## src/rtl/alu_pkg.sv

```systemverilog
package alu_pkg;

    localparam int DW = 8;
    localparam int NF = 6;

    localparam int FC = 0;
    localparam int FZ = 1;
    localparam int FN = 2;
    localparam int FV = 3;
    localparam int FS = 4;
    localparam int FH = 5;

    typedef enum logic [4:0] {
        OP_ADD, OP_ADC, OP_SUB, OP_SBC, OP_CP, OP_CPC,
        OP_AND, OP_OR, OP_XOR, OP_COM, OP_NEG, OP_INC, OP_DEC,
        OP_LSL, OP_LSR, OP_ROL, OP_ROR, OP_ASR, OP_SWAP
    } alu_op_e;

    function automatic logic [NF-1:0] fbit(input int idx);
        logic [NF-1:0] m;
        m = '0;
        m[idx] = 1'b1;
        return m;
    endfunction

endpackage

```

## src/rtl/alu_addsub.sv

```systemverilog
module alu_addsub
    import alu_pkg::*;
#(
    parameter int W = DW
) (
    input  logic [W-1:0] a,
    input  logic [W-1:0] b,
    input  logic         cin,
    input  logic         sub,
    output logic [W-1:0] r,
    output logic         c,
    output logic         h,
    output logic         v
);
    localparam int HW = W / 2;

    logic [W-1:0]  bx;
    logic          cx;
    logic [W:0]    full;
    logic [HW:0]   half;

    always_comb begin
        bx   = sub ? ~b : b;
        cx   = sub ? ~cin : cin;
        full = {1'b0, a} + {1'b0, bx} + {{W{1'b0}}, cx};
        half = {1'b0, a[HW-1:0]} + {1'b0, bx[HW-1:0]} + {{HW{1'b0}}, cx};
        r    = full[W-1:0];
        c    = sub ? ~full[W] : full[W];
        h    = sub ? ~half[HW] : half[HW];
        v    = (a[W-1] ~^ bx[W-1]) & (r[W-1] ^ a[W-1]);
    end
endmodule

```

## src/rtl/alu_unary.sv

```systemverilog
module alu_unary
    import alu_pkg::*;
#(
    parameter int W = DW
) (
    input  alu_op_e      op,
    input  logic [W-1:0] a,
    input  logic [W-1:0] b,
    input  logic         cin,
    output logic [W-1:0] r,
    output logic         c
);
    localparam int HW = W / 2;

    always_comb begin
        r = a;
        c = cin;
        unique case (op)
            OP_AND:  r = a & b;
            OP_OR:   r = a | b;
            OP_XOR:  r = a ^ b;
            OP_COM:  begin r = ~a; c = 1'b1; end
            OP_INC:  r = a + 1'b1;
            OP_DEC:  r = a - 1'b1;
            OP_LSL:  begin r = {a[W-2:0], 1'b0};    c = a[W-1]; end
            OP_ROL:  begin r = {a[W-2:0], cin};     c = a[W-1]; end
            OP_LSR:  begin r = {1'b0, a[W-1:1]};    c = a[0];   end
            OP_ROR:  begin r = {cin, a[W-1:1]};     c = a[0];   end
            OP_ASR:  begin r = {a[W-1], a[W-1:1]};  c = a[0];   end
            OP_SWAP: r = {a[HW-1:0], a[W-1:HW]};
            default: ;
        endcase
    end
endmodule

```

## src/rtl/alu_flagreg.sv

```systemverilog
module alu_flagreg
    import alu_pkg::*;
(
    input  logic          clk,
    input  logic          rst,
    input  logic          exec,
    input  logic [NF-1:0] nxt,
    input  logic [NF-1:0] mask,
    output logic [NF-1:0] q
);
    always_ff @(posedge clk) begin
        if (rst)
            q <= '0;
        else if (exec)
            q <= (q & ~mask) | (nxt & mask);
    end

    // idle cycles leave the flags alone
    a_r12_hold: assert property (@(posedge clk) disable iff (rst)
        !exec |=> $stable(q));
    // unmasked flags survive a commit
    a_r12_unmasked: assert property (@(posedge clk) disable iff (rst)
        (exec && mask == '0) |=> $stable(q));
    // the registered signed flag tracks N xor V
    a_r8_sign: assert property (@(posedge clk) disable iff (rst)
        q[FS] == (q[FN] ^ q[FV]));
endmodule

```

## src/rtl/byte_alu.sv

```systemverilog
module byte_alu
    import alu_pkg::*;
(
    input  logic          clk,
    input  logic          rst,
    input  logic          exec,
    input  logic [4:0]    op,
    input  logic [DW-1:0] opa,
    input  logic [DW-1:0] opb,
    output logic [DW-1:0] result,
    output logic          wr_en,
    output logic [NF-1:0] flg_next,
    output logic [NF-1:0] flg_mask,
    output logic [NF-1:0] flg_q
);
    localparam logic [DW-1:0] MAXPOS = {1'b0, {(DW-1){1'b1}}};
    localparam logic [DW-1:0] MINNEG = {1'b1, {(DW-1){1'b0}}};
    localparam logic [NF-1:0] M_ZNVS = fbit(FZ) | fbit(FN) | fbit(FV) | fbit(FS);
    localparam logic [NF-1:0] M_ALL  = {NF{1'b1}};

    alu_op_e       opc;
    logic          is_arith, is_sub, is_chain, is_shift;
    logic [DW-1:0] as_a, as_b, as_r, un_r;
    logic          as_cin, as_c, as_h, as_v, un_c;
    logic          fz, fn, fv, fc, fh;

    assign opc = alu_op_e'(op);

    always_comb begin
        is_arith = opc inside {OP_ADD, OP_ADC, OP_SUB, OP_SBC, OP_CP, OP_CPC, OP_NEG};
        is_sub   = !(opc inside {OP_ADD, OP_ADC});
        is_chain = opc inside {OP_ADC, OP_SBC, OP_CPC};
        is_shift = opc inside {OP_LSL, OP_LSR, OP_ROL, OP_ROR, OP_ASR};
        as_a     = (opc == OP_NEG) ? '0 : opa;
        as_b     = (opc == OP_NEG) ? opa : opb;
        as_cin   = is_chain & flg_q[FC];
    end

    alu_addsub #(.W(DW)) u_as (
        .a(as_a), .b(as_b), .cin(as_cin), .sub(is_sub),
        .r(as_r), .c(as_c), .h(as_h), .v(as_v)
    );

    alu_unary #(.W(DW)) u_un (
        .op(opc), .a(opa), .b(opb), .cin(flg_q[FC]),
        .r(un_r), .c(un_c)
    );

    always_comb begin
        result = is_arith ? as_r : un_r;
        wr_en  = !(opc inside {OP_CP, OP_CPC});
        fn     = result[DW-1];
        fc     = is_arith ? as_c : un_c;
        fh     = flg_q[FH];
        fz     = (result == '0);
        if (opc inside {OP_SBC, OP_CPC})
            fz = fz & flg_q[FZ];
        if (is_arith)
            fh = as_h;
        else if (opc inside {OP_LSL, OP_ROL})
            fh = opa[DW/2-1];
        if (is_arith)
            fv = as_v;
        else if (is_shift)
            fv = fn ^ fc;
        else if (opc == OP_INC)
            fv = (opa == MAXPOS);
        else if (opc == OP_DEC)
            fv = (opa == MINNEG);
        else
            fv = 1'b0;

        flg_next        = '0;
        flg_next[FC]    = fc;
        flg_next[FZ]    = fz;
        flg_next[FN]    = fn;
        flg_next[FV]    = fv;
        flg_next[FS]    = fn ^ fv;
        flg_next[FH]    = fh;

        unique case (opc)
            OP_AND, OP_OR, OP_XOR, OP_INC, OP_DEC: flg_mask = M_ZNVS;
            OP_COM, OP_LSR, OP_ROR, OP_ASR:        flg_mask = M_ZNVS | fbit(FC);
            OP_SWAP:                               flg_mask = '0;
            default:                               flg_mask = M_ALL;
        endcase
    end

    alu_flagreg u_fr (
        .clk(clk), .rst(rst), .exec(exec),
        .nxt(flg_next), .mask(flg_mask), .q(flg_q)
    );

    // swap never touches the flags
    a_r11_swap_flags: assert property (@(posedge clk) disable iff (rst)
        (exec && opc == OP_SWAP) |=> $stable(flg_q));
    // complement leaves carry set
    a_r6_com_carry: assert property (@(posedge clk) disable iff (rst)
        (exec && opc == OP_COM) |=> flg_q[FC]);
    // logic operations clear overflow and keep C and H
    a_r5_logic_v: assert property (@(posedge clk) disable iff (rst)
        (exec && opc inside {OP_AND, OP_OR, OP_XOR}) |=>
            (!flg_q[FV] && $stable({flg_q[FC], flg_q[FH]})));
    // increment and decrement keep C and H
    a_r7_incdec_keep: assert property (@(posedge clk) disable iff (rst)
        (exec && opc inside {OP_INC, OP_DEC}) |=> $stable({flg_q[FC], flg_q[FH]}));
    // a chained compare never sets Z
    a_r4_chain_z: assert property (@(posedge clk) disable iff (rst)
        (exec && opc inside {OP_SBC, OP_CPC} && !flg_q[FZ]) |=> !flg_q[FZ]);
endmodule

```

## config.mk

```make
export PLATFORM = sky130hd
export DESIGN_NAME = byte_alu
export DESIGN_NICKNAME = d
export VERILOG_FILES = /design/src/rtl/alu_pkg.sv /design/src/rtl/alu_addsub.sv /design/src/rtl/alu_unary.sv /design/src/rtl/alu_flagreg.sv /design/src/rtl/byte_alu.sv
export SDC_FILE = /design/constraint.sdc
export NUM_CORES = 1
export LEC_CHECK = 0
export BUFFER_PORTS_ARGS = -buffer_cell sky130_fd_sc_hd__buf_2
export CORE_ASPECT_RATIO = 0.5
export CORE_MARGIN = 10
export CORE_UTILIZATION = 40
export CTS_CLUSTER_SIZE = 28
export DETAILED_ROUTE_END_ITERATION = 8
export MAX_ROUTING_LAYER = met4
export SYNTH_ARGS = -nofsm -noshare
export SYNTH_HDL_FRONTEND = slang
export SYNTH_HIERARCHICAL = 1
export SYNTH_SLANG_ARGS = --single-unit
```

## constraint.sdc

```tcl
create_clock -name clk -period 4.75 [get_ports clk]
set_input_delay 0.7125 -clock clk [delete_from_list [all_inputs] [get_ports clk]]
set_output_delay 0.7125 -clock clk [all_outputs]
set_load 0.05 [all_outputs]
```

# After elaboration in Yosys (flattened, before gate mapping)
# Memories as Yosys holds them, arrays and structs flattened.
# Index checks and enable logic that the tools add are counted.
dict set report word_totals {
  reg_bits 6
  rom_bits 192
  out_inout_bits 27
  elab_cells 76
  memories 1
}
dict set report classes {
  add_sub_neg 6
  n_eq_ne 20
  mux 17
  bitwise_logic 19
  reduce_logical 12
}
# memory words word_bits rd rd_clocked_by_memory_dff wr line_no
set memory_table {}
lappend memory_table {{(no name shown)} 32 6 1 0 0 byte_alu.sv:81} ;# unique case (opc)
# operator count
set ops {}
lappend ops {{8-bit case mux with 12 select lines} 1}
lappend ops {{5-bit by 4-bit equality test with 1-bit output, second input constant} 8}
lappend ops {{8-bit two-way mux} 4}
lappend ops {{5-bit by 3-bit equality test with 1-bit output, second input constant} 4}
lappend ops {{8-bit inverter} 2}
lappend ops {{5-bit equality test, second input constant} 3}
lappend ops {{6-bit bitwise AND} 2}
lappend ops {{1-bit two-way mux} 11}
lappend ops {{5-bit by 2-bit equality test with 1-bit output, second input constant} 2}
lappend ops {{8-bit by 8-bit adder with 9-bit output} 1}
lappend ops {{9-bit by 1-bit adder with 9-bit output} 1}
lappend ops {{8-bit by 1-bit adder with 8-bit output, second input constant} 1}
lappend ops {{8-bit bitwise AND} 1}
lappend ops {{8-bit by 7-bit equality test with 1-bit output, second input constant} 1}
lappend ops {{8-bit equality test, second input constant} 1}
lappend ops {{8-bit logical NOT} 1}
lappend ops {{8-bit OR} 1}
lappend ops {{2-bit nonzero test} 4}
lappend ops {{8-bit by 1-bit subtractor with 8-bit output, second input constant} 1}
lappend ops {{8-bit bitwise XOR} 1}
lappend ops {{7-bit nonzero test} 1}
lappend ops {{6-bit inverter} 1}
lappend ops {{6-bit OR} 1}
lappend ops {{4-bit by 4-bit adder with 5-bit output} 1}
lappend ops {{other kinds (13)} 19}

# Logic depth before layout (Yosys ltp)
dict set report depth {
  depth_word 15
  ltp_mapped 17
  mapped_depth_nobuf 17
}

# Cells and area by module
# The synthesis kept the hierarchy.
# module instances cells_each area_each_um2 seq_area_each_um2
set modules_own_cells {}
lappend modules_own_cells {alu_unary 1 173 1276.2 0.0}
lappend modules_own_cells {byte_alu 1 100 760.7 0.0}
lappend modules_own_cells {alu_addsub 1 50 424.2 0.0}
lappend modules_own_cells {alu_flagreg 1 25 251.5 120.1}

# Worst setup path after synthesis
# OpenSTA, ideal clock, no wires.
dict set report synth_path {
  path_type {input -> output}
  from {in op[0]}
  to {out flg_next[4]}
  t_arrival_ns 4.322
  required_time_ns 4.038
  path_slack_ns -0.285
  path_stages 14
  path_buffers 1
  path_cell_list {inv_1 > ha_1 > inv_1 > nor3_2 > buf_2 > mux2_2 > xor2_1 > ha_1 > o21ai_0 > nor2_1 > o22ai_1 > xnor2_1 > mux2_2 > xor2_1}
}
# item line_no
set synth_rtl {}
lappend synth_rtl {{start: declaration} byte_alu.sv:7} ;# input logic [4:0] op,
lappend synth_rtl {{5-bit by 4-bit equality test with 1-bit output *} byte_alu.sv:35} ;# as_b = (opc == OP_NEG) ? opa : opb;
lappend synth_rtl {{8-bit two-way mux *} byte_alu.sv:35}
lappend synth_rtl {{via as_b[5]} byte_alu.sv:23} ;# logic [DW-1:0] as_a, as_b, as_r, un_r;
lappend synth_rtl {{8-bit inverter} alu_addsub.sv:23} ;# bx = sub ? ~b : b;
lappend synth_rtl {{8-bit two-way mux *} alu_addsub.sv:23}
lappend synth_rtl {{8-bit by 8-bit adder with 9-bit output *} alu_addsub.sv:25} ;# full = {1'b0, a} + {1'b0, bx} + {{W{1'b0}}, cx};
lappend synth_rtl {{9-bit by 1-bit adder with 9-bit output *} alu_addsub.sv:25}
lappend synth_rtl {{via as_r[7]} byte_alu.sv:23}
lappend synth_rtl {{8-bit two-way mux *} byte_alu.sv:50} ;# result = is_arith ? as_r : un_r;
lappend synth_rtl {{via flg_next[2]} byte_alu.sv:12} ;# output logic [NF-1:0] flg_next,
lappend synth_rtl {{1-bit bitwise XOR} byte_alu.sv:65} ;# fv = fn ^ fc;
lappend synth_rtl {{1-bit two-way mux} byte_alu.sv:64} ;# else if (is_shift)
lappend synth_rtl {{1-bit two-way mux} byte_alu.sv:62} ;# if (is_arith)
lappend synth_rtl {{1-bit bitwise XOR *} byte_alu.sv:78} ;# flg_next[FS] = fn ^ fv;
lappend synth_rtl {{end: declaration} byte_alu.sv:12}
# The timed path passes the listed nets; every way through them passes the cells marked *.

# Final worst setup path
dict set report layout_path {
  from {in op[4]}
  to {out flg_next[1]}
}
dict set report layout_via {
  elab_chain_len 10
}
# item line_no
set layout_rtl {}
lappend layout_rtl {{5-bit by 4-bit equality test with 1-bit output *} byte_alu.sv:35}
lappend layout_rtl {{8-bit two-way mux *} byte_alu.sv:35}
lappend layout_rtl {{via as_b[0]} byte_alu.sv:23}
lappend layout_rtl {{8-bit inverter} alu_addsub.sv:23}
lappend layout_rtl {{8-bit two-way mux *} alu_addsub.sv:23}
lappend layout_rtl {{8-bit by 8-bit adder with 9-bit output *} alu_addsub.sv:25}
lappend layout_rtl {{9-bit by 1-bit adder with 9-bit output *} alu_addsub.sv:25}
lappend layout_rtl {{via as_r[6]} byte_alu.sv:23}
lappend layout_rtl {{8-bit two-way mux *} byte_alu.sv:50}
lappend layout_rtl {{8-bit logical NOT *} byte_alu.sv:55} ;# fz = (result == '0);
lappend layout_rtl {{1-bit bitwise AND} byte_alu.sv:57} ;# fz = fz & flg_q[FZ];
lappend layout_rtl {{1-bit two-way mux *} byte_alu.sv:56} ;# if (opc inside {OP_SBC, OP_CPC})
# Marks and branches as above.

==> summary.txt <==
Setup path
  • Crit path capture type: output port
  • Startpoint Class: input pin
  • WP data required: 4.04 ns
  • Worst Setup EP: flg_next[1]
  • Arrival time worst endpoint: 3.96 ns
  • Setup Crit Path Kind: in2out
  • CP peak stage delay: 0.38 ns
  • Crit path max fanout: 5
  • Path depth of the worst reg2reg path: 15
  • Crit path from: op[4]
  • R2r setup slk: 1.53 ns
  • CP cell instances: buf_2 > nand2b_4 > nor3_4 > mux2_4 > xor2_2 > fa_2 > fa_2 > a211oi_2 > o21bai_1 > a21oi_2 > xnor2_2 > nor4_2 > nand2_1 > a211oi_2 > buf_6
  • CP max stage cell: fa_2

Synth
  • Mapped Nets: 408
  • Yosys warning count: 6
  • Most frequently used flop master after synthesis: dfxtp_1
  • Number of synthesized flops with an enable pin: 0
  • Largest area contributor in the netlist: ha_1
  • Async set-or-reset flop fraction in the synthesized netlist: 0
  • Mapped Area: 0.00271 sq mm
  • Distinct cells, synth: 65
  • Synth area leaders: ha_1 15%, mux2_2 9.1%, a21oi_1 4.4%
  • Syn_area_per_cell: 7.79 sq um
  • Yosys top cell area share: 0.152
  • Syn Inst Count: 348
  • Flop and latch count out of synthesis: 6
  • Register area share after synthesis: 0.0443

Floorplan
  • Die span in x: 136 um
  • Die Area: 0.0107 sq mm
  • Num rows: 21
  • Initial Util: 0.410
  • I/O Pins: 51
  • Core Box Area: 0.00662 sq mm
  • Die span in y: 78.2 um

Power
  • Tot Pwr: 0.680 mW
  • Worst VDD drop: 0.256 mV
  • Power Dens Cells: 194 mW/mm^2
  • Leakage: 1.60 nW

Timing
  • Slew @ Worst Pin: 0.808 ns
  • Max-slew violation count: 0
  • Rel. slew slack: 0.457
  • Fin Clk Skew: 0.00143 ns
  • Post-route minimum period: 4.67 ns
  • Setup violations, final: 0
  • Final period util: 0.984
  • Max Clk Rate: 214 MHz
  • Fin. Hold Viols: 0
  • Final WS setup: 0.0760 ns
  • RSZ-0062 raised after global routing: yes

Cells and area
  • ANT cells: 0
  • Proportion of layout cells with a drive suffix above 1: 0.355
  • Commonest non-fill, non-tap cell in the layout: buf_2
  • Fill cell total of the finished layout: 643
  • Final Util: 0.529
  • Nets: 487
  • Area Overhead vs Synth: 29.2%
  • Most frequent cells in the layout: 46 x buf_2, 43 x buf_4, 31 x ha_1, 25 x nor2_1

Clock network
  • Worst skew pair latency: 0.23 ns
  • Max H-tree Level: 1
  • Num Clock Sinks: 6
  • CTS clk-pin slew, worst paths: 0.03 ns
  • Clk buf depth: 2
  • CTS Root Cell: clkbuf_16
  • CTS tree: built
  • Inserted Clock Buffers: 3

Run
  • Max Cap Violations: 0

Placement
  • Dpl hpwl: 7210 um
  • GPL Wtd Cong: 0.969
  • Number of port buffers: 50
  • Post-placement worst setup slack: -0.217 ns

Route
  • Routed WL: 9540 um
  • Post-route DRC: 0
  • Met1 wire length: 4490 um
  • Antenna-violating nets left: 0
  • Vias: 3034
  • Routed vias/inst: 5.87
  • First DRT Iteration DRCs: 208
  • Met3 wire length: 681 um
  • Top sig layer: met4
  • WL/cell: 18.4 um
  • Routed length on met2: 4340 um
  • Router iterations before antenna repair: 7

Outcome
  • Status: finished clean

GRT
  • Number of global-route vias before repair: 2927
  • GRT overflow: 0
  • Initial antenna violation count: 0
  • Largest net degree at the start of global routing: 20
  • Gr usage total: 0.173
  • First-pass GRT wire length: 15100 um

Min path
  • Type of the most critical hold path: reg2reg
## area by class of cell
cell class,instances,area [sq um],area share
Clock buffer,3,75.1,0.0214
Inverter,24,95.1,0.0271
Multi-Input combinational cell,297,2470,0.705
Sequential cell,6,120,0.0343
Tap cell,92,115,0.0328
Timing Repair Buffer,95,628,0.179
## stage by stage
step	instance area (sq um)	setup TNS [ns]	hold slack, ns	std cells
floorplan	2740	0	0.782	348
global placement	3240	-0.0881	0.555	506
detailed placement	3240	-0.303	0.563	506
CTS	3380	0	0.573	515
global route	3510	-0.108	0.597	517
finish	3510	0	0.570	517
## worst min-delay path by stage
stage / startpoint / to / slack, ns / cells after the start
global route: flip-flop / flip-flop / 0.60 / 2
floorplan: rst / flip-flop / 0.78 / 1
CTS: flip-flop / flip-flop / 0.57 / 2
finish: flip-flop / flip-flop / 0.57 / 2
detailed placement: flip-flop / flip-flop / 0.56 / 2
global placement: flip-flop / flip-flop / 0.55 / 2
## where the power goes
part	total (mW)	internal, mW	switching [mW]	leakage (nW)
registers	0.0572	0.0544	0.00281	0.0489
clock network	0.137	0.108	0.0288	0.0370
logic	0.486	0.186	0.299	1.51
total	0.680	0.349	0.331	1.60
## cell usage after synthesis (all sizes together), types with 2 or more instances
library cell and number:
a21bo 6, xnor2 10, nand3 7, a221oi 4, mux2 22, buf 20
dfxtp 6, nand3b 2, nor2 26, o211a 2, xor2 13, mux2i 4
inv 24, o211ai 3, nand2b 6, a32oi 4, o21ai 19, o22ai 4
nand4 4, a2bb2oi 2, a211oi 5, nand2 13, a22oi 3, a21o 5
a41oi 3, nor2b 15, o21bai 4, a31oi 2, ha 33, a211o 3
a222oi 3, nor4 8, a32o 2, fa 3, nor3 5, nor4b 2
a21oi 24, nor3b 3, a22o 5, and2 3
## routing by layer
metal | GRT usage | vias to the layer above
li1 | - | 1454
met1 | 0.237 | 1467
met2 | 0.271 | 109
met3 | 0.0152 | 4
met4 | 0.0328 | 0
met5 | - | -
## critical path: cells and delay by family
family	cells	cell delay, ns
and+or+nand+nor	4	0.70
adders and majority gates	2	0.73
xor gates and xnor gates	2	0.28
AOI/OAI and AO/OA	4	0.85
muxes	1	0.34
buffers and inverters	2	0.35
## repair_timing
item,4_1_cts,5_1_grt
hold buffers,0,0
resized for setup,7,26
setup buffers,6,2
endpoints found under the setup margin,3,4
pin swaps,9,13
endpoints found under the hold margin,0,0
## cells by family after synthesis
| group | count (synthesis) | share of synthesized area |
|---|---|---|
| compound gates | 110 | 0.297 |
| simple gates | 102 | 0.218 |
| buf+inv | 45 | 0.0863 |
| fa+ha+maj | 36 | 0.174 |
| mux | 26 | 0.106 |
| xor+xnor | 23 | 0.0743 |
| flops | 6 | 0.0443 |
Power figures use the tool's default switching activity.
